--- config.mk ---
export PLATFORM = sky130hd
export DESIGN_NAME = tlp_tx_streamer
export DESIGN_NICKNAME = d
export VERILOG_FILES = /design/src/rtl/tlp_tx_pkg.sv /design/src/rtl/tlp_tx_skid.sv /design/src/rtl/tlp_tx_framer.sv /design/src/rtl/tlp_tx_streamer.sv
export SDC_FILE = /design/constraint.sdc
export NUM_CORES = 1
export LEC_CHECK = 0
export BUFFER_PORTS_ARGS = -buffer_cell sky130_fd_sc_hd__buf_2
export CAP_MARGIN = 0
export CORE_MARGIN = 5
export CORE_UTILIZATION = 51
export DETAILED_ROUTE_END_ITERATION = 10
export PLACE_DENSITY = 0.76
export SLEW_MARGIN = 20
export SYNTH_ARGS = -nofsm -noshare
export SYNTH_HDL_FRONTEND = slang
export SYNTH_HIERARCHICAL = 1
export SYNTH_SLANG_ARGS = --single-unit
--- constraint.sdc ---
create_clock -name clk_i -period 6.75 [get_ports clk_i]
set_clock_uncertainty 0.1 [all_clocks]
set_input_delay 1.35 -clock clk_i [delete_from_list [all_inputs] [get_ports clk_i]]
set_output_delay 1.35 -clock clk_i [all_outputs]
set_load 0.02 [all_outputs]
--- src/rtl/tlp_tx_pkg.sv ---
package tlp_tx_pkg;
  localparam int unsigned LEN_MAX = 1024;
  localparam int unsigned CNT_W   = 11;
  typedef logic [CNT_W-1:0] beat_cnt_t;

  // dw0[29]: 4-dword header, dw0[30]: payload present, dw0[9:0]: length (0 = 1024)
  function automatic beat_cnt_t tlp_beats(input logic [31:0] dw0, input int unsigned dw_per_beat);
    int unsigned hdr_dw;
    int unsigned pay_dw;
    hdr_dw = dw0[29] ? 4 : 3;
    if (!dw0[30])              pay_dw = 0;
    else if (dw0[9:0] == '0)   pay_dw = LEN_MAX;
    else                       pay_dw = 32'(dw0[9:0]);
    return beat_cnt_t'((hdr_dw + pay_dw + dw_per_beat - 1) / dw_per_beat);
  endfunction
endpackage

--- src/rtl/tlp_tx_skid.sv ---
module tlp_tx_skid #(
  parameter int unsigned W     = 128,
  parameter int unsigned DEPTH = 2
) (
  input  logic         clk_i,
  input  logic         rst_ni,
  input  logic         push_i,
  input  logic [W-1:0] data_i,
  input  logic         pop_i,
  output logic [W-1:0] data_o,
  output logic         empty_o,
  output logic         ready_o
);
  localparam int unsigned PW = (DEPTH > 1) ? $clog2(DEPTH) : 1;
  localparam int unsigned CW = $clog2(DEPTH + 1);

  logic [W-1:0]  mem_q [DEPTH];
  logic [PW-1:0] wr_q, rd_q;
  logic [CW-1:0] cnt_q;

  function automatic logic [PW-1:0] ptr_inc(input logic [PW-1:0] p);
    return (p == PW'(DEPTH - 1)) ? '0 : p + 1'b1;
  endfunction

  assign empty_o = (cnt_q == '0);
  assign ready_o = (cnt_q < CW'(DEPTH));
  assign data_o  = mem_q[rd_q];

  always_ff @(posedge clk_i or negedge rst_ni) begin
    if (!rst_ni) begin
      wr_q  <= '0;
      rd_q  <= '0;
      cnt_q <= '0;
    end else begin
      if (push_i) wr_q <= ptr_inc(wr_q);
      if (pop_i)  rd_q <= ptr_inc(rd_q);
      if (push_i && !pop_i)      cnt_q <= cnt_q + 1'b1;
      else if (pop_i && !push_i) cnt_q <= cnt_q - 1'b1;
    end
  end

  for (genvar i = 0; i < DEPTH; i++) begin : g_slot
    always_ff @(posedge clk_i) begin
      if (push_i && wr_q == PW'(i)) mem_q[i] <= data_i;
    end
  end

  AST_SKID_NO_OVERFLOW: assert property (@(posedge clk_i) disable iff (!rst_ni)
    push_i |-> ready_o);
  AST_SKID_NO_UNDERFLOW: assert property (@(posedge clk_i) disable iff (!rst_ni)
    pop_i |-> !empty_o);
endmodule

--- src/rtl/tlp_tx_framer.sv ---
module tlp_tx_framer
  import tlp_tx_pkg::*;
#(
  parameter int unsigned DW_PER_BEAT = 4
) (
  input  logic        clk_i,
  input  logic        rst_ni,
  input  logic        launch_i,
  input  logic [31:0] head_dw0_i,
  output logic        sop_o,
  output logic        eop_o,
  output logic        in_pkt_o
);
  logic      in_pkt_q;
  beat_cnt_t remain_q;
  beat_cnt_t beats_new;

  assign beats_new = tlp_beats(head_dw0_i, DW_PER_BEAT);
  assign sop_o     = !in_pkt_q;
  assign eop_o     = in_pkt_q ? (remain_q == beat_cnt_t'(1)) : (beats_new == beat_cnt_t'(1));
  assign in_pkt_o  = in_pkt_q;

  always_ff @(posedge clk_i or negedge rst_ni) begin
    if (!rst_ni) begin
      in_pkt_q <= 1'b0;
      remain_q <= '0;
    end else if (launch_i) begin
      if (!in_pkt_q) begin
        in_pkt_q <= (beats_new > beat_cnt_t'(1));
        remain_q <= beats_new - beat_cnt_t'(1);
      end else begin
        if (remain_q == beat_cnt_t'(1)) in_pkt_q <= 1'b0;
        remain_q <= remain_q - beat_cnt_t'(1);
      end
    end
  end

  AST_REMAIN_NONZERO: assert property (@(posedge clk_i) disable iff (!rst_ni)
    in_pkt_q |-> (remain_q != '0));
endmodule

--- src/rtl/tlp_tx_streamer.sv ---
module tlp_tx_streamer
  import tlp_tx_pkg::*;
#(
  parameter int unsigned BUS_W      = 128,
  parameter int unsigned START_DLY  = 2,
  parameter int unsigned SKID_DEPTH = 2
) (
  input  logic             clk_i,
  input  logic             rst_ni,
  input  logic             req_valid_i,
  input  logic [BUS_W-1:0] req_word_i,
  output logic             req_ready_o,
  input  logic             tx_ready_i,
  output logic             tx_valid_o,
  output logic [BUS_W-1:0] tx_data_o,
  output logic             tx_sop_o,
  output logic             tx_eop_o
);
  localparam int unsigned DW_PER_BEAT = BUS_W / 32;
  localparam int unsigned SW          = $clog2(START_DLY + 1);

  logic             rdy_q;
  logic [SW-1:0]    start_q;
  logic             started;
  logic             skid_rdy, skid_empty, push, launch;
  logic [BUS_W-1:0] head;
  logic             f_sop, f_eop, in_pkt;

  assign started     = (start_q == SW'(START_DLY));
  assign push        = req_valid_i && skid_rdy;
  assign req_ready_o = skid_rdy;
  // launch in cycle t-1 puts a beat on the bus in cycle t; rdy_q holds ready of t-2
  assign launch      = started && rdy_q && !skid_empty;

  always_ff @(posedge clk_i or negedge rst_ni) begin
    if (!rst_ni) begin
      rdy_q   <= 1'b0;
      start_q <= '0;
    end else begin
      rdy_q <= tx_ready_i;
      if (!started) start_q <= start_q + 1'b1;
    end
  end

  tlp_tx_skid #(.W(BUS_W), .DEPTH(SKID_DEPTH)) i_skid (
    .clk_i   (clk_i),
    .rst_ni  (rst_ni),
    .push_i  (push),
    .data_i  (req_word_i),
    .pop_i   (launch),
    .data_o  (head),
    .empty_o (skid_empty),
    .ready_o (skid_rdy)
  );

  tlp_tx_framer #(.DW_PER_BEAT(DW_PER_BEAT)) i_framer (
    .clk_i      (clk_i),
    .rst_ni     (rst_ni),
    .launch_i   (launch),
    .head_dw0_i (head[31:0]),
    .sop_o      (f_sop),
    .eop_o      (f_eop),
    .in_pkt_o   (in_pkt)
  );

  always_ff @(posedge clk_i or negedge rst_ni) begin
    if (!rst_ni) begin
      tx_valid_o <= 1'b0;
      tx_sop_o   <= 1'b0;
      tx_eop_o   <= 1'b0;
      tx_data_o  <= '0;
    end else begin
      tx_valid_o <= launch;
      tx_sop_o   <= launch && f_sop;
      tx_eop_o   <= launch && f_eop;
      if (launch) tx_data_o <= head;
    end
  end

  // beat-count checker fed from the output ports only
  beat_cnt_t chk_seen_q, chk_exp_q, out_beats;
  assign out_beats = tlp_beats(tx_data_o[31:0], DW_PER_BEAT);

  always_ff @(posedge clk_i or negedge rst_ni) begin
    if (!rst_ni) begin
      chk_seen_q <= '0;
      chk_exp_q  <= '0;
    end else if (tx_valid_o) begin
      if (tx_sop_o) begin
        chk_seen_q <= beat_cnt_t'(1);
        chk_exp_q  <= out_beats;
      end else begin
        chk_seen_q <= chk_seen_q + beat_cnt_t'(1);
      end
    end
  end

  AST_RL_ACCEPT: assert property (@(posedge clk_i) disable iff (!rst_ni)
    tx_valid_o |-> $past(tx_ready_i, 2));
  AST_DROP_WINDOW: assert property (@(posedge clk_i) disable iff (!rst_ni)
    $fell(rdy_q) |=> !tx_valid_o);
  AST_START_HOLD: assert property (@(posedge clk_i) disable iff (!rst_ni)
    !started |=> !tx_valid_o);
  AST_MID_REASSERT: assert property (@(posedge clk_i) disable iff (!rst_ni)
    (in_pkt && rdy_q && !skid_empty) |=> tx_valid_o);
  AST_MARK_QUAL: assert property (@(posedge clk_i) disable iff (!rst_ni)
    (tx_sop_o || tx_eop_o) |-> tx_valid_o);
  AST_BEAT_MATCH: assert property (@(posedge clk_i) disable iff (!rst_ni)
    (tx_valid_o && tx_eop_o) |->
      (tx_sop_o ? (out_beats == beat_cnt_t'(1)) : (chk_seen_q + beat_cnt_t'(1) == chk_exp_q)));
  AST_BEAT_NOT_SHORT: assert property (@(posedge clk_i) disable iff (!rst_ni)
    (tx_valid_o && !tx_sop_o && !tx_eop_o) |-> (chk_seen_q + beat_cnt_t'(1) < chk_exp_q));
endmodule

==> results of run 1 <==
==> sequential cells by signal (all words and copies together), names as in the netlist, 2 cells and up <==
register           cells
i_framer/remain_q     11
i_skid/cnt_q           2
i_skid/mem_q         256
start_q                2
tx_data_o            128
==> path summary, 6_finish.rpt <==
path,endpoint,cells after the start
worst min-delay path,start_q[0],1
worst min register to register,start_q[0],1
max in group asynchronous,tx_data_o[125],2
min in group asynchronous,tx_data_o[65],1
worst max-delay path,i_framer/remain_q[6],14
worst max register to register,i_framer/remain_q[6],14
==> per-stage QoR <==
step           worst slack [ns]  hold WS, ns  utilization [%]  instance area, µm²  power [mW]
6_report                  2.306       0.3921            60.91               19170       9.366
2_1_floorplan             1.311       0.3375                -               16200       6.327
3_3_place_gp              2.421       0.3510            56.61               17820       7.132
3_5_place_dp              2.301       0.3879            56.61               17820       7.223
4_1_cts                   2.261       0.3996            60.89               19160       9.487
5_1_grt                   2.034       0.4085            60.91               19170       9.889
==> placed cells by master, fill, tap and decap left out, drive strengths merged, types with 8 or more instances in the layout <==
master,instances
ha,9
mux2,256
xnor2,8
dfrtp,150
nand3,9
edfxtp,256
nor2,14
nand2,23
buf,273
o21ai,15
inv,18
clkbuf,66
==> per-layer routing <==
| metal | routed length, µm | up-vias | part of all wire (%) |
|---|---|---|---|
| li1 | - | 3891 | - |
| met1 | 12920 | 4273 | 41 |
| met2 | 15850 | 245 | 50 |
| met3 | 2298 | 63 | 7.2 |
| met4 | 785 | 8 | 2.5 |
| met5 | 51 | - | 0.16 |
==> worst max-delay path: stages (launching register included) <==
cell and delay, ns:
dfrtp_4 0.64, buf_4 0.63, mux2_2 0.44, nand2_1 0.11, inv_1 0.05, ha_1 0.30
a211oi_4 0.37, nor3_1 0.13, nand2b_1 0.20, xnor2_1 0.21, ha_1 0.32, nand2b_1 0.15
nor4_1 0.35, nor3_1 0.10, o31ai_1 0.21
==> power by group through the flow <==
stage,combinational [mW],sequential (mW),clock [mW]
2_1_floorplan,2.06,4.27,0
6_report,3.34,3.79,2.23
5_1_grt,3.60,3.88,2.41
3_3_place_gp,3.33,3.80,0
3_5_place_dp,3.39,3.83,0
4_1_cts,3.40,3.80,2.28
==> cell families (layout without fill, tap and decap cells) <==
family	after synthesis	in the layout
flops	406	406
mux	260	260
simple gates	93	93
compound gates	51	51
buf+inv	48	366
xor+xnor	15	15
fa+ha+maj	10	10
other cells	0	2
==> area by class of cell <==
type	count	area (µm²)
Antenna cell	2	5.005
Clock buffer	66	1212
Clock inverter	13	136.4
Fill cell	2311	12300
Inverter	14	52.55
Multi-Input combinational cell	429	4405
Sequential cell	406	11440
Tap cell	402	503.0
Timing Repair Buffer	273	1410
==> summary.txt, run 1 <==
Pwr
  • Psw: about 3.1 mW
  • Leakage: ~7.7 nW
  • P per Cell Area: about 490 nW/µm²
  • Gate power share: around 36%
  • Power Internal: roughly 6.3 mW
  • Proportion of power drawn by flip-flops and latches: 40.5%
  • Switching fraction of total power: around 33%
  • VDD IR max: between 0.2 and 0.3 mV
  • Clock Power Share: between 20% and 30%

GRT
  • Largest net degree at the start of global routing: 77
  • Vias in the first global route: between 9000 and 10000
  • Antenna violations before repair: 6
  • Gr ovfl total: 0
  • Met2 usage: a little under a third
  • M3 GR Usage: under 10%
  • Most used routing layer: met2
  • Global-route wire length before repair: around 50000 µm
  • Met1 Track Usage GR: between 20 and 25%
  • All-layer global routing usage: 17.82%

Timing
  • Setup Viol. Count Final: 0
  • Worst-Margin Slew: around 0.9 ns
  • Max Clock Freq: ~230 MHz
  • Crit share post-route: 65.83%
  • Max transition margin: around two fifths
  • Setup TNS: 0 ns
  • Max-slew violations: 0
  • Tmin final: about 4.4 ns
  • Final Hold Vio Count: 0
  • RSZ-0062 raised after global routing: false

Synthesis
  • Fraction of the mapped netlist area in adder cells: less than 1%
  • Simple-Gate Fraction of Synth Area: 3.245%
  • Area leader, netlist: edfxtp_1
  • Area contributors post-synth: edfxtp_1 (47%), dfrtp_1 (23%), mux2_2 (12%), mux2_4 (8.1%), buf_6 (1.6%)
  • Sequential share of the synthesized area: a little over two thirds
  • Synthesized area: around 16000 µm²
  • Xor/xnor share of the synthesized area: 0.8113%
  • YS warnings: 6
  • Syn avg cell area: 18.34 µm²
  • Main combinational cell family by area after synthesis: multiplexers
  • Unique cell type count in the Yosys netlist: 55
  • Synth async-reset ratio: 36.95%
  • Synth top area share: a little under half
  • Most common library cells after synthesis: edfxtp_1 (256), mux2_2 (169), dfrtp_1 (150)
  • Syn Inst Count: a little under 900
  • Number of flops mapped to enable cells by yosys: 256
  • Net Count, Synth: 1025
  • Post-synthesis mux area share: 20.07%
  • Count leader, synth: edfxtp_1
  • Complex-gate fraction of the synthesized area: around 2.2%
  • Main synth FF type: edfxtp_1
  • #FFs+latches synth: 406

Critical path
  • Critical path capture point type: register
  • Critical R2R Launch: i_skid/rd_q
  • Startpoint Class: register
  • CP required: roughly 7 ns
  • CP max FO: 49
  • Reg-to-reg slack, setup: about 2.3 ns
  • Worst EP arrival: 4.77 ns
  • Setup crit start: i_skid/rd_q
  • CP Class: reg2reg

Min path
  • Hold Path Origin: start_q[0]
  • Hold Crit Class: reg2reg

Clock network
  • # resized after CTS: 0
  • CTS sink cnt: approximately 410
  • Clock latency on the worst-skew pair: roughly 0.53 ns
  • H-Tree Level Count: 2
  • Max clock buf depth: 3
  • TritonCTS clock tree: yes
  • Hold Buf Count CTS: 0
  • CTS Buf Count: 43
  • Worst-path clk slew: approximately 0.060 ns
  • Clock root buffer: clkbuf_16
  • Post-CTS Setup Bufs: 0

Placed design
  • HPWL after DPL: around 21000 µm
  • Placed cell count: about 1500
  • Port bufs: roughly 260
  • RePlAce Congestion: around 0.8

Die
  • Initial core utilization: just over 50%
  • Row count: 65
  • Core region area: ~31000 µm²
  • Die Y: about 190 µm
  • Die extent in x: about 190 µm
  • Die area: 35420 µm²
  • # IOs: 264

Detailed routing
  • Via count: about 8500
  • DR DRC count: 0
  • Drt total wl: 31910 µm
  • DRT Pass-1 Iters: 4
  • Drt via density: 5.283
  • Initial DRC Count: between 400 and 500
  • WL/cell: between 15 and 20 µm
  • Remaining antenna violation count after routing: 0

Final layout
  • Share of layout cells above drive strength 1: 50.62%
  • Synth-to-layout area growth: 18.38%
  • Layout Cells excl Fill: between 1500 and 2000
  • Layout Nets: 1309

Run status
  • Status: complete, no violations

Job
  • Max-capacitance violation count: 0
(Power assumes the default switching activity.)
==> run 2: changes to the inputs <==
==> constraint.sdc (replaced) <==
create_clock -name clk_i -period 3.74 [get_ports clk_i]
set_clock_uncertainty 0.1 [all_clocks]
set_input_delay 0.748 -clock clk_i [delete_from_list [all_inputs] [get_ports clk_i]]
set_output_delay 0.748 -clock clk_i [all_outputs]
set_load 0.02 [all_outputs]
==> run 2 against run 1 <==
  * Critical path depth shrank 3
  * Count of clock-buffer cells in the layout shrank 10
  * Sequential power grew 80%
  * Die area did not move
  * Fmax up 24%
  * Hold slack worse by 0.23 ns
  * Final cell count is 0.75% higher
==> summary.txt, run 2 (same netlist as run 1, synthesis figures left out) <==
Die
  • Die Y: roughly 190 µm
  • Die extent in x: 188.2 µm
  • Die area: 35420 µm²
  • Row count: 65
  • Core region area: around 31000 µm²
  • Initial core utilization: roughly 51%
  • # IOs: approximately 260

Job
  • Max-capacitance violation count: 0

Final layout
  • Layout Nets: 1319
  • Final instance area: between 15000 and 20000 µm²
  • Biggest register: i_skid/mem_q
  • Fillers: about 2300
  • Most common cell after layout, fill and taps aside: buf_2
  • Layout Cells excl Fill: roughly 1600
  • Share of layout cells above drive strength 1: a little over half
  • Synth-to-layout area growth: 20.44%
  • Max reg flops: roughly 260
  • Commonest cells after routing, fill and taps aside: buf_2 (262), edfxtp_1 (256), mux2_2 (169)
  • Largest regs: i_skid/mem_q: 256 flops, tx_data_o: 128 flops, i_framer/remain_q: 11 flops

Clock network
  • Worst-path clk slew: roughly 0.060 ns
  • CTS Buf Count: 41
  • CTS sink cnt: 406
  • H-Tree Level Count: 2
  • Clock latency on the worst-skew pair: approximately 0.52 ns
  • TritonCTS clock tree: yes
  • Max clock buf depth: 3
  • Clock root buffer: clkbuf_16
  • Hold Buf Count CTS: 0

Timing
  • Max Clock Freq: 278.2 MHz
  • Setup Viol. Count Final: 0
  • Worst-Margin Slew: 1.094 ns
  • Max-slew violations: 0
  • Tmin final: 3.594 ns
  • Fin Hold WS: 0.1624 ns
  • Crit share post-route: 96.10%
  • Max transition margin: ~27%
  • Final Hold Vio Count: 0

Run status
  • Status: complete, no violations

Critical path
  • Worst EP arrival: 3.91 ns
  • Worst reg-to-reg path cell count: 11
  • Critical R2R Launch: i_skid/rd_q
  • CP required: about 4 ns
  • CP Class: reg2reg
  • CP max FO: 8
  • Critical path capture point type: register
  • Startpoint Class: register
  • Reg-to-reg slack, setup: about 0.15 ns
  • Reg2reg end: i_framer/in_pkt_o

Detailed routing
  • Drt via density: roughly 5.3
  • DR DRC count: 0
  • Via count: about 8600
  • Drt total wl: between 30000 and 40000 µm
  • Remaining antenna violation count after routing: 0
  • WL/cell: 20.20 µm
  • DRT Pass-1 Iters: 4
  • Initial DRC Count: around 410

Pwr
  • VDD IR max: 0.5114 mV
  • Leakage: 7.813 nW
  • P per Cell Area: about 900 nW/µm²

Placed design
  • HPWL after DPL: 21280 µm
  • Port bufs: 263
  • Placed cell count: 1534
  • RePlAce Congestion: roughly 0.80
  • Cell Area, Placed: about 18000 µm²

Min path
  • Hold Crit Class: in2async

GRT
  • Antenna violations before repair: 6
  • Vias in the first global route: 9251
  • Largest net degree at the start of global routing: 85
  • All-layer global routing usage: 18.19%
  • Global-route wire length before repair: 51560 µm
  • Gr ovfl total: 0
==> run 2: through the flow <==
step	utilization, %	setup WS (ns)	power, mW	TNS [ns]
2_1_floorplan	-	0.01173	11.40	0
3_3_place_gp	57.09	0.1132	12.98	0
3_5_place_dp	57.09	0.02139	13.18	0
4_1_cts	61.59	0.04227	17.44	0
5_1_grt	61.96	-0.01272	18.39	-0.01272
6_report	61.96	0.1458	17.47	0
==> run 2: repair_timing <==
action / CTS / global route
gates resized for setup: 2 / 17
setup endpoints to repair: 2 / 9
setup buffers: 0 / 2
hold endpoints to repair: 0 / 0
gates cloned: 0 / 0
pin swaps: 0 / 2
==> run 2: area by class of cell <==
cell class	count	area [µm²]	area share, %
Antenna cell	5	12.51	0.06416
Clock buffer	56	1182	6.063
Clock inverter	20	222.7	1.142
Inverter	14	52.55	0.2695
Multi-Input combinational cell	429	4502	23.08
Sequential cell	406	11440	58.68
Tap cell	402	503.0	2.579
Timing Repair Buffer	285	1583	8.116
==> run 2: where the power goes <==
group	leakage, nW	internal (mW)	switching [mW]	total (mW)
clock network	0.699	2.51	1.66	4.16
logic	3.01	3.00	3.48	6.49
registers	4.11	6.19	0.627	6.82
==> run 2: critical path: stages (launching register included) <==
cell     delay (ns)
dfrtp_4        0.49
mux2_2         0.42
inv_1          0.10
ha_1           0.22
inv_1          0.07
fa_2           0.51
nor2b_2        0.19
or2_4          0.18
nor3b_4        0.06
nor4_4         0.31
or4b_4         0.52
a221o_1        0.32
==> run 2: worst max path at each step <==
stage / from / to / slack (ns) / depth (start not counted)
global placement: i_skid/rd_q / i_framer/in_pkt_o / 0.11 / 10
finish: i_skid/rd_q / i_framer/in_pkt_o / 0.15 / 11
CTS: i_skid/rd_q / i_framer/in_pkt_o / 0.04 / 11
floorplan: i_skid/rd_q / i_framer/in_pkt_o / 0.01 / 14
global route: i_skid/rd_q / i_framer/in_pkt_o / -0.01 / 11
detailed placement: i_skid/rd_q / i_framer/remain_q[6] / 0.02 / 13
==> run 2: layer usage <==
metal	track usage (%)	vias to the layer above	part of all wire [%]
met5	0	-	0.064
met4	5.901	4	2.8
met3	4.761	68	6.6
met2	30.06	250	49
met1	23.74	4319	41
li1	-	3932	-
